===== src/rtl/fpr_pkg.sv =====
package fpr_pkg;
  localparam int FLD_W   = 5;
  localparam int IDX_W   = FLD_W + 1;
  localparam int TT_W    = 3;
  localparam int NSPEC   = 3;
  localparam int RS1_LSB = 14;
  localparam int RS2_LSB = 0;
  localparam int RD_LSB  = 25;
  localparam logic [TT_W-1:0] TT_NONE    = '0;
  localparam logic [TT_W-1:0] TT_BAD_REG = TT_W'(6);

  typedef enum logic [1:0] {
    SZ_NONE   = 2'd0,
    SZ_SINGLE = 2'd1,
    SZ_DOUBLE = 2'd2,
    SZ_QUAD   = 2'd3
  } opsz_e;

  typedef struct packed {
    logic [IDX_W-1:0] idx;
    logic             used;
    logic             upper;
    logic             bad;
  } spec_t;

  typedef struct packed {
    logic [IDX_W-1:0] rs1_idx;
    logic [IDX_W-1:0] rs2_idx;
    logic [IDX_W-1:0] rd_idx;
    logic             rs1_zero;
    logic             rs2_zero;
    logic             rd_we;
    logic             clr_lo;
    logic             clr_hi;
    logic             gfx_clr;
    logic             err;
  } rsp_t;
endpackage


===== src/rtl/fpr_spec_map.sv =====
module fpr_spec_map
  import fpr_pkg::*;
(
  input  logic [FLD_W-1:0] fld,
  input  opsz_e            sz,
  output spec_t            spec
);
  always_comb begin
    spec = '0;
    unique case (sz)
      SZ_SINGLE: begin
        spec.used = 1'b1;
        spec.idx  = {1'b0, fld};
      end
      SZ_DOUBLE, SZ_QUAD: begin
        spec.used = 1'b1;
        spec.idx  = {fld[0], fld[FLD_W-1:1], 1'b0};
        spec.bad  = (sz == SZ_QUAD) && fld[1];
      end
      default: spec.used = 1'b0;
    endcase
    spec.upper = spec.idx[IDX_W-1];
  end
endmodule


===== src/rtl/fpr_half_state.sv =====
module fpr_half_state (
  input  logic clk,
  input  logic rst_n,
  input  logic wr,
  input  logic wr_upper,
  input  logic commit,
  output logic fp_en,
  output logic dirty_lo,
  output logic dirty_hi,
  output logic clr_lo,
  output logic clr_hi,
  output logic gfx_clr
);
  logic base_lo, base_hi;

  always_comb begin
    base_lo = fp_en & dirty_lo;
    base_hi = fp_en & dirty_hi;
    gfx_clr = wr & ~fp_en;
    clr_lo  = wr & ~wr_upper & ~base_lo;
    clr_hi  = wr &  wr_upper & ~base_hi;
  end

  always_ff @(posedge clk or negedge rst_n) begin
    if (!rst_n) begin
      fp_en    <= 1'b0;
      dirty_lo <= 1'b0;
      dirty_hi <= 1'b0;
    end else if (commit) begin
      fp_en    <= 1'b1;
      dirty_lo <= base_lo | clr_lo;
      dirty_hi <= base_hi | clr_hi;
    end
  end

  assert_enable_after_write_R6: assert property (@(posedge clk) disable iff (!rst_n)
    commit |=> fp_en);
  assert_lo_dirty_after_clear_R7: assert property (@(posedge clk) disable iff (!rst_n)
    (commit && clr_lo) |=> dirty_lo);
  assert_hi_dirty_after_clear_R7: assert property (@(posedge clk) disable iff (!rst_n)
    (commit && clr_hi) |=> dirty_hi);
endmodule


===== src/rtl/fpr_rsp_stage.sv =====
module fpr_rsp_stage #(
  parameter int W = 8
) (
  input  logic         clk,
  input  logic         rst_n,
  input  logic         in_valid,
  output logic         in_ready,
  input  logic [W-1:0] in_data,
  output logic         out_valid,
  input  logic         out_ready,
  output logic [W-1:0] out_data
);
  assign in_ready = ~out_valid | out_ready;

  always_ff @(posedge clk or negedge rst_n) begin
    if (!rst_n) begin
      out_valid <= 1'b0;
      out_data  <= '0;
    end else if (in_ready) begin
      out_valid <= in_valid;
      if (in_valid) out_data <= in_data;
    end
  end

  assert_hold_stalled_R9: assert property (@(posedge clk) disable iff (!rst_n)
    (out_valid && !out_ready) |=> (out_valid && $stable(out_data)));
endmodule


===== src/rtl/fpr_spec_decode.sv =====
module fpr_spec_decode
  import fpr_pkg::*;
#(
  parameter int INSN_W = 32
) (
  input  logic              clk,
  input  logic              rst_n,
  input  logic              req_valid,
  output logic              req_ready,
  input  logic [INSN_W-1:0] req_insn,
  input  logic [1:0]        req_sz_rs1,
  input  logic [1:0]        req_sz_rs2,
  input  logic [1:0]        req_sz_rd,
  output logic              rsp_valid,
  input  logic              rsp_ready,
  output logic [5:0]        rsp_rs1_idx,
  output logic [5:0]        rsp_rs2_idx,
  output logic [5:0]        rsp_rd_idx,
  output logic              rsp_rs1_zero,
  output logic              rsp_rs2_zero,
  output logic              rsp_rd_we,
  output logic              rsp_clr_lo,
  output logic              rsp_clr_hi,
  output logic              rsp_gfx_clr,
  output logic              rsp_err,
  output logic [2:0]        trap_type,
  output logic              fp_en,
  output logic              dirty_lo,
  output logic              dirty_hi
);
  localparam int RSP_W = $bits(rsp_t);

  logic [1:0]  sz_arr [NSPEC];
  spec_t       sp     [NSPEC];
  logic        abort, wr, accept, commit;
  logic        clr_lo, clr_hi, gfx_clr;
  logic [NSPEC-1:0] src_zero;
  rsp_t        nxt, cur;
  logic [RSP_W-1:0] cur_bits;
  logic [TT_W-1:0]  trap_q;

  assign sz_arr[0] = req_sz_rs1;
  assign sz_arr[1] = req_sz_rs2;
  assign sz_arr[2] = req_sz_rd;

  for (genvar g = 0; g < NSPEC; g++) begin : g_spec
    localparam int LSB = (g == 0) ? RS1_LSB : (g == 1) ? RS2_LSB : RD_LSB;
    fpr_spec_map u_map (
      .fld  (req_insn[LSB +: FLD_W]),
      .sz   (opsz_e'(sz_arr[g])),
      .spec (sp[g])
    );
    assign src_zero[g] = sp[g].used & ~abort &
                         ~(sp[g].upper ? dirty_hi : dirty_lo);
  end

  always_comb begin
    abort = 1'b0;
    for (int i = 0; i < NSPEC; i++) abort = abort | sp[i].bad;
  end

  assign wr     = sp[2].used & ~abort;
  assign accept = req_valid & req_ready;
  assign commit = accept & wr;

  fpr_half_state u_state (
    .clk      (clk),
    .rst_n    (rst_n),
    .wr       (wr),
    .wr_upper (sp[2].upper),
    .commit   (commit),
    .fp_en    (fp_en),
    .dirty_lo (dirty_lo),
    .dirty_hi (dirty_hi),
    .clr_lo   (clr_lo),
    .clr_hi   (clr_hi),
    .gfx_clr  (gfx_clr)
  );

  always_comb begin
    nxt          = '0;
    nxt.rs1_idx  = sp[0].idx;
    nxt.rs2_idx  = sp[1].idx;
    nxt.rd_idx   = sp[2].idx;
    nxt.rs1_zero = src_zero[0];
    nxt.rs2_zero = src_zero[1];
    nxt.rd_we    = wr;
    nxt.clr_lo   = clr_lo;
    nxt.clr_hi   = clr_hi;
    nxt.gfx_clr  = gfx_clr;
    nxt.err      = abort;
  end

  fpr_rsp_stage #(.W(RSP_W)) u_stage (
    .clk       (clk),
    .rst_n     (rst_n),
    .in_valid  (req_valid),
    .in_ready  (req_ready),
    .in_data   (nxt),
    .out_valid (rsp_valid),
    .out_ready (rsp_ready),
    .out_data  (cur_bits)
  );

  assign cur = rsp_t'(cur_bits);

  always_ff @(posedge clk or negedge rst_n) begin
    if (!rst_n) trap_q <= TT_NONE;
    else if (accept) trap_q <= abort ? TT_BAD_REG : TT_NONE;
  end

  assign trap_type    = trap_q;
  assign rsp_rs1_idx  = cur.rs1_idx;
  assign rsp_rs2_idx  = cur.rs2_idx;
  assign rsp_rd_idx   = cur.rd_idx;
  assign rsp_rs1_zero = cur.rs1_zero;
  assign rsp_rs2_zero = cur.rs2_zero;
  assign rsp_rd_we    = cur.rd_we;
  assign rsp_clr_lo   = cur.clr_lo;
  assign rsp_clr_hi   = cur.clr_hi;
  assign rsp_gfx_clr  = cur.gfx_clr;
  assign rsp_err      = cur.err;

  assert_abort_keeps_state_R3: assert property (@(posedge clk) disable iff (!rst_n)
    (accept && abort) |=> $stable({fp_en, dirty_lo, dirty_hi}));
  assert_err_no_side_effect_R3: assert property (@(posedge clk) disable iff (!rst_n)
    (rsp_valid && rsp_err) |-> (!rsp_rd_we && !rsp_clr_lo && !rsp_clr_hi && !rsp_gfx_clr));
  assert_written_half_dirty_R7: assert property (@(posedge clk) disable iff (!rst_n)
    (rsp_valid && rsp_rd_we) |-> (fp_en && (rsp_rd_idx[5] ? dirty_hi : dirty_lo)));
endmodule


===== config.mk =====
export PLATFORM = sky130hd
export DESIGN_NAME = fpr_spec_decode
export DESIGN_NICKNAME = d
export VERILOG_FILES = /design/src/rtl/fpr_pkg.sv /design/src/rtl/fpr_spec_map.sv /design/src/rtl/fpr_half_state.sv /design/src/rtl/fpr_rsp_stage.sv /design/src/rtl/fpr_spec_decode.sv
export SDC_FILE = /design/constraint.sdc
export NUM_CORES = 1
export LEC_CHECK = 0
export BUFFER_PORTS_ARGS = -buffer_cell sky130_fd_sc_hd__buf_2
export CORE_AREA = 2 2 68 54
export DETAILED_ROUTE_END_ITERATION = 8
export DIE_AREA = 0 0 70 56
export PLACE_DENSITY_LB_ADDON = 0.3
export SYNTH_ARGS = -nofsm -noshare
export SYNTH_HDL_FRONTEND = slang
export SYNTH_HIERARCHICAL = 1
export SYNTH_SLANG_ARGS = --single-unit

===== constraint.sdc =====
create_clock -name clk -period 3.8 [get_ports clk]
set_clock_uncertainty 0.2 [all_clocks]
set_input_delay 0.95 -clock clk [delete_from_list [all_inputs] [get_ports clk]]
set_output_delay 0.95 -clock clk [all_outputs]
set_load 0.005 [all_outputs]

==> results of run 1 <==
## routing by layer
metal | up-vias | global-route usage (%) | wire length [um]
li1 | 495 | - | -
met1 | 488 | 22.00 | 1402
met2 | 40 | 25.99 | 1349
met3 | 7 | 8.333 | 260
met4 | 0 | 4.945 | 37
met5 | - | 0 | 0
## final cells by class
type	instances	area (sq um)	share of cell area, %
tap	40	50.05	2.660
multi-input combinational	71	710.7	37.77
clock buffer	6	82.58	4.388
inverter	2	7.507	0.3989
sequential	30	750.7	39.89
timing repair buffer	56	280.3	14.89
## power groups by stage
stage               clock network [W]  logic (W)  registers [W]
finish                       0.000249   0.000174       0.000389
global route                 0.000272   0.000192       0.000396
CTS                          0.000256   0.000178       0.000390
detailed placement                  0   0.000177       0.000395
global placement                    0   0.000172       0.000392
floorplan                           0   0.000102       0.000395
## kinds of logic (layout without fill, tap and decap cells)
family | after synthesis | after routing | share of synthesized area [%]
flops | 30 | 30 | 48.54
mux | 27 | 27 | 24.35
simple gates | 25 | 25 | 13.03
compound gates | 18 | 18 | 8.334
buf+inv | 9 | 64 | 5.502
other cells | 1 | 1 | 0.2425
## final timing paths
kind	start	endpoint	slack, ps	depth (start not counted)
max in group asynchronous	rst_n	u_stage/out_valid	2470	1
min reg2reg	u_stage/out_data[6]	u_stage/out_data[6]	300	1
min in group asynchronous	rst_n	u_stage/out_data[18]	500	1
max reg2reg	u_stage/out_valid	u_stage/out_data[24]	2240	3
min	u_stage/out_data[6]	u_stage/out_data[6]	300	1
max	rsp_ready	req_ready	1320	3
## registers in the layout (all words and copies together), names as in the netlist
name               cells
u_stage/out_data      25
trap_type              1
u_stage/out_valid      1
u_state/dirty_hi       1
u_state/dirty_lo       1
u_state/fp_en          1
## through the flow
stage	instances	util [%]	hold WS, ps	total power (W)	setup WS (ps)
floorplan	110	-	304.1	0.0004974	1553
detailed placement	199	56.26	287.5	0.0005720	1317
global placement	199	56.26	287.0	0.0005646	1318
CTS	205	58.84	303.9	0.0008238	1316
finish	205	58.84	301.6	0.0008124	1315
global route	205	58.84	321.1	0.0008598	1302
## worst max-delay path: cells and delay by family
kind	cells	cell delay (ps)
buffers and inverters	2	220
and+or+nand+nor	1	160
## cell usage after synthesis
cell / count
a21oi_1: 3
a31oi_1: 1
and2_1: 1
and2_2: 3
and2b_2: 1
and3_1: 5
and3b_1: 3
and4_1: 1
buf_12: 2
buf_4: 5
conb_1: 1
dfrtp_1: 30
inv_1: 2
mux2_2: 5
mux2_4: 20
mux2i_1: 2
nand2_1: 1
nand2_4: 1
nand2b_1: 1
nand2b_4: 2
nor3_4: 1
o21a_1: 12
o2bb2ai_1: 2
or2_1: 4
or2b_1: 1
==> qor.csv, run 1 <==
metric,value,unit
placed_area,0.001799,sq mm
die_h,56,um
maxSlewViolCount,0,
crit_required,2650,ps
rows,18,
cts_setup_buffers,0,
tightest_slew,669.3,ps
setup_viol,0,
die_area,0.003920,sq mm
slowest_delay,160,ps
drcViolationCount,0,
seqPwrFrac,47.9,%
syn_avg_cell_area,14.06,sq um
io-pin-count,75,
syn2layout_area_growth,21.68,%
antenna_cells,0,
cts_tree,yes,
arrival,1330,ps
switching_power,0.0002076,W
finalSetupTns,0,ps
status,"complete, no violations",
synth_nets,152,
fin_crit_sh,65.39,%
track_usage,17.21,%
postSynthCellCount,110,
path_cells,"buf_2, nand2b_4, buf_2",
drt_iter0_drc,45,
rsz0062_at_grt,no,
cts_num_sinks,30,
fin_area,0.001882,sq mm
critPathMaxFanout,6,
dp_hpwl,2.222,mm
overflow,0,
yosysUniqueCellTypes,25,
nets,208,
grt_pass1_vias,1097,
fp.coreArea,0.003198,sq mm
routed_wl,3.050,mm
power.internal,0.0006048,W
firstDrtPassIters,5,
vias,1030,
maxCapViolCount,0,
pwr-share-clk,30.7,%
fill_cells,269,
drive_above_1_share,57.58,%
cts-resized-gates,0,
antenna_found_initial,0,
hold_class,register to register,
postCtsHoldBufs,0,
synth_top_area_share,48.54,%
clockBufferDepth,2,
fmax,402.4,MHz
syn_area,0.001546,sq mm
min_period,2485,ps
hold_violations,0,
gp_congestion,0.7880,
layout_common_cells,"buf_2 (56), dfrtp_1 (30), mux2_4 (20), o21a_1 (12), clkbuf_8 (6)",
ir_drop,259.7,uV
comb_power_share,21.4,%
start_util,48.36,%
p_per_area,431.7,mW/mm^2
grt_max_degree,31,
clk_latency,280,ps
die_x,70,um
avgRoutedWirePerCell,14.88,um
critPathCaptureType,primary output,
slew_headroom,55.38,%
cpMostUsedCell,buf_2,
cts_max_level,2,
root_buffer,clkbuf_8,
critPathLaunchType,primary input,
ant_nets,0,
cts.clk_slew.worst_paths,60,ps
slowest_stage,nand2b_4,
p_sw_share,25.55,%
p_leak,1.020,nW
yosysWarnings,6,
path_class,primary input to primary output,
grt_pass1_wl,5.195,mm
yosysSeqAreaShare,48.54,%
ys_top_cells_by_area,"dfrtp_1 (49%), mux2_4 (19%), o21a_1 (5.8%)",
vias_per_cell,5.024,
ys_seq_elements,30,
port_buffers,56,
yosysTopAreaCell,dfrtp_1,
cts_buffers,5,
final_common_cell,buf_2,
Note: power is estimated with default switching activity, not from simulation.
==> run 2, diff against run 1 <==
ABC_AREA = 1   (was unset)
CORE_AREA = 2 2 75 59   (was 2 2 68 54)
DIE_AREA = 0 0 77 61   (was 0 0 70 56)
clock period = 2.1 ns   (was 3.8 ns; I/O delays follow)
==> run 2 against run 1 <==
- combinational power grew 70%
- largest power group unchanged
- global-route usage is 1.3 points lower
- largest cell class unchanged
- final cell count is 55% higher
- critical path depth is 1 lower
- critical endpoint unchanged
- hold slack got worse by 230 ps
- cell area is 2.8% higher
- count of clock-buffer cells in the layout unchanged
==> qor.csv, run 2 <==
metric,value,unit
syn2layout_area_growth,21.35,%
fin_crit_sh,81.95,%
clk_latency,280,ps
p_per_area,743.1,mW/mm^2
firstDrtPassIters,4,
clockBufferDepth,2,
synth_top_area_share,47.10,%
grt_pass1_wl,5.733,mm
maxCapViolCount,0,
regMostFlops,u_stage/out_data,
root_buffer,clkbuf_8,
cts_buffers,5,
drt_iter0_drc,76,
nets,306,
p_leak,1.187,nW
ys_seq_elements,30,
power,0.001437,W
drcViolationCount,0,
ant_nets,0,
ys_top_cells_by_area,"dfrtp_1 (47%), nand2_1 (16%), nand3_1 (9.4%)",
vias_per_cell,4.371,
die_x,77,um
avgRoutedWirePerCell,10.59,um
synthTopCellsByCount,"nand2_1 (68), dfrtp_1 (30), nand3_1 (30)",
port_buffers,56,
vias,1390,
yosysWarnings,6,
rows,20,
ir_drop,393.0,uV
yosysSeqAreaShare,47.10,%
die_h,61,um
synth-edff-count,0,
async_flop_share,100.0,%
multiInputGateArea,631.9,sq um
dp_hpwl,2.478,mm
hold_class,primary input to async pin,
postCtsHoldBufs,0,
cts_num_sinks,30,
antenna_found_initial,0,
cts.clk_slew.worst_paths,60,ps
layout_common_cells,"nand2_1 (68), buf_2 (56), nand3_1 (30), dfrtp_1 (30), inv_1 (27)",
arrival,1000,ps
synthFlopType,dfrtp_1,
critPathCaptureType,primary output,
rr_startpoint,u_stage/out_valid,
slew_headroom,56.41,%
synth.most_common_cell,nand2_1,
pre_cts_ws,273.5,ps
syn_avg_cell_area,7.555,sq um
fill_cells,432,
reg2reg_depth,6,
maxSlewViolCount,0,
dp.cells,312,
postSynthCellCount,211,
yosysTopAreaCell,dfrtp_1,
grt_max_degree,31,
critPathMaxFanout,11,
cts-resized-gates,0,
status,"complete, no violations",
die_area,0.004697,sq mm
cts_tree,yes,
critPathLaunchType,register,
min_period,1721,ps
ff_latch_area,750.7,sq um
crit_required,1370,ps
rsz0062_at_grt,no,
final_common_cell,nand2_1,
hold_violations,0,
layoutNonFillerInstCount,318,
path_class,register to primary output,
track_usage,15.95,%
fmax,581.1,MHz
startpoint,u_stage/out_valid,
synth_nets,253,
start_util,40.32,%
tightest_slew,653.8,ps
largest_register_ffs,25,
setup_viol,0,
setup_ws,379.0,ps
grt_pass1_vias,1322,
gp_congestion,0.8217,
overflow,0,
cts_max_level,2,
syn_area,0.001594,sq mm
fin_util,48.92,%
finalSetupTns,0,ps
drive_above_1_share,31.18,%
io-pin-count,75,
routed_wl,3.368,mm
fp.coreArea,0.003954,sq mm
cts_setup_buffers,0,
yosysUniqueCellTypes,16,
antenna_cells,0,
[run 2: cell type report]
cell class              instances  share of cell area, %
well taps                      55                  3.558
repair buffers                 58                  15.27
multi-input cells             141                  32.66
inverters                      28                  5.433
flip-flops and latches         30                  38.81
clock buffers                   6                  4.269
[run 2: worst paths after layout]
path / endpoint / slack [ps]
min in group clk: u_stage/out_data[19] / 270
hold reg to reg: u_stage/out_data[19] / 270
setup reg to reg: u_state/dirty_hi / 670
max in group asynchronous: u_stage/out_data[18] / 1200
setup / recovery: req_ready / 380
hold / removal: u_stage/out_data[15] / 80
[run 2: kinds of logic (layout without fill, tap and decap cells)]
| logic type | after synthesis | in the layout | share of synthesized area, % |
|---|---|---|---|
| AOI/OAI and AO/OA | 1 | 1 | 0.3137 |
| DFF | 30 | 30 | 47.10 |
| buffers and inverters | 40 | 92 | 13.27 |
| other | 1 | 1 | 0.2353 |
| and+or+nand+nor | 139 | 139 | 39.09 |
[run 2: metal layers]
| metal | part of all wire, % | track usage (%) | vias up | routed length, um |
|---|---|---|---|---|
| met5 | 0 | 0 | - | 0 |
| met4 | 2.3 | 8.418 | 0 | 78 |
| met3 | 4.4 | 4.315 | 8 | 149 |
| met2 | 44 | 26.69 | 31 | 1480 |
| met1 | 49 | 19.51 | 617 | 1660 |
| li1 | - | - | 734 | - |
[run 2: power by group]
part	switching [W]	internal, W	total, W
Combinational	0.000168	0.000127	0.000296
Clock	0.000189	0.000252	0.000441
Sequential	0.0000497	0.000651	0.000701
Total	0.000407	0.00103	0.00144
[run 2: through the flow]
stage	hold slack (ps)	instance area (sq um)
global route	123.0	1934
CTS	94.89	1934
floorplan	29.41	1594
global placement	249.3	1852
detailed placement	253.0	1852
finish	75.05	1934
[run 2: critical path, cell delays in order, from the launching register on]
cell,delay (ps)
dfrtp_1,400
nand2_4,170
buf_2,140
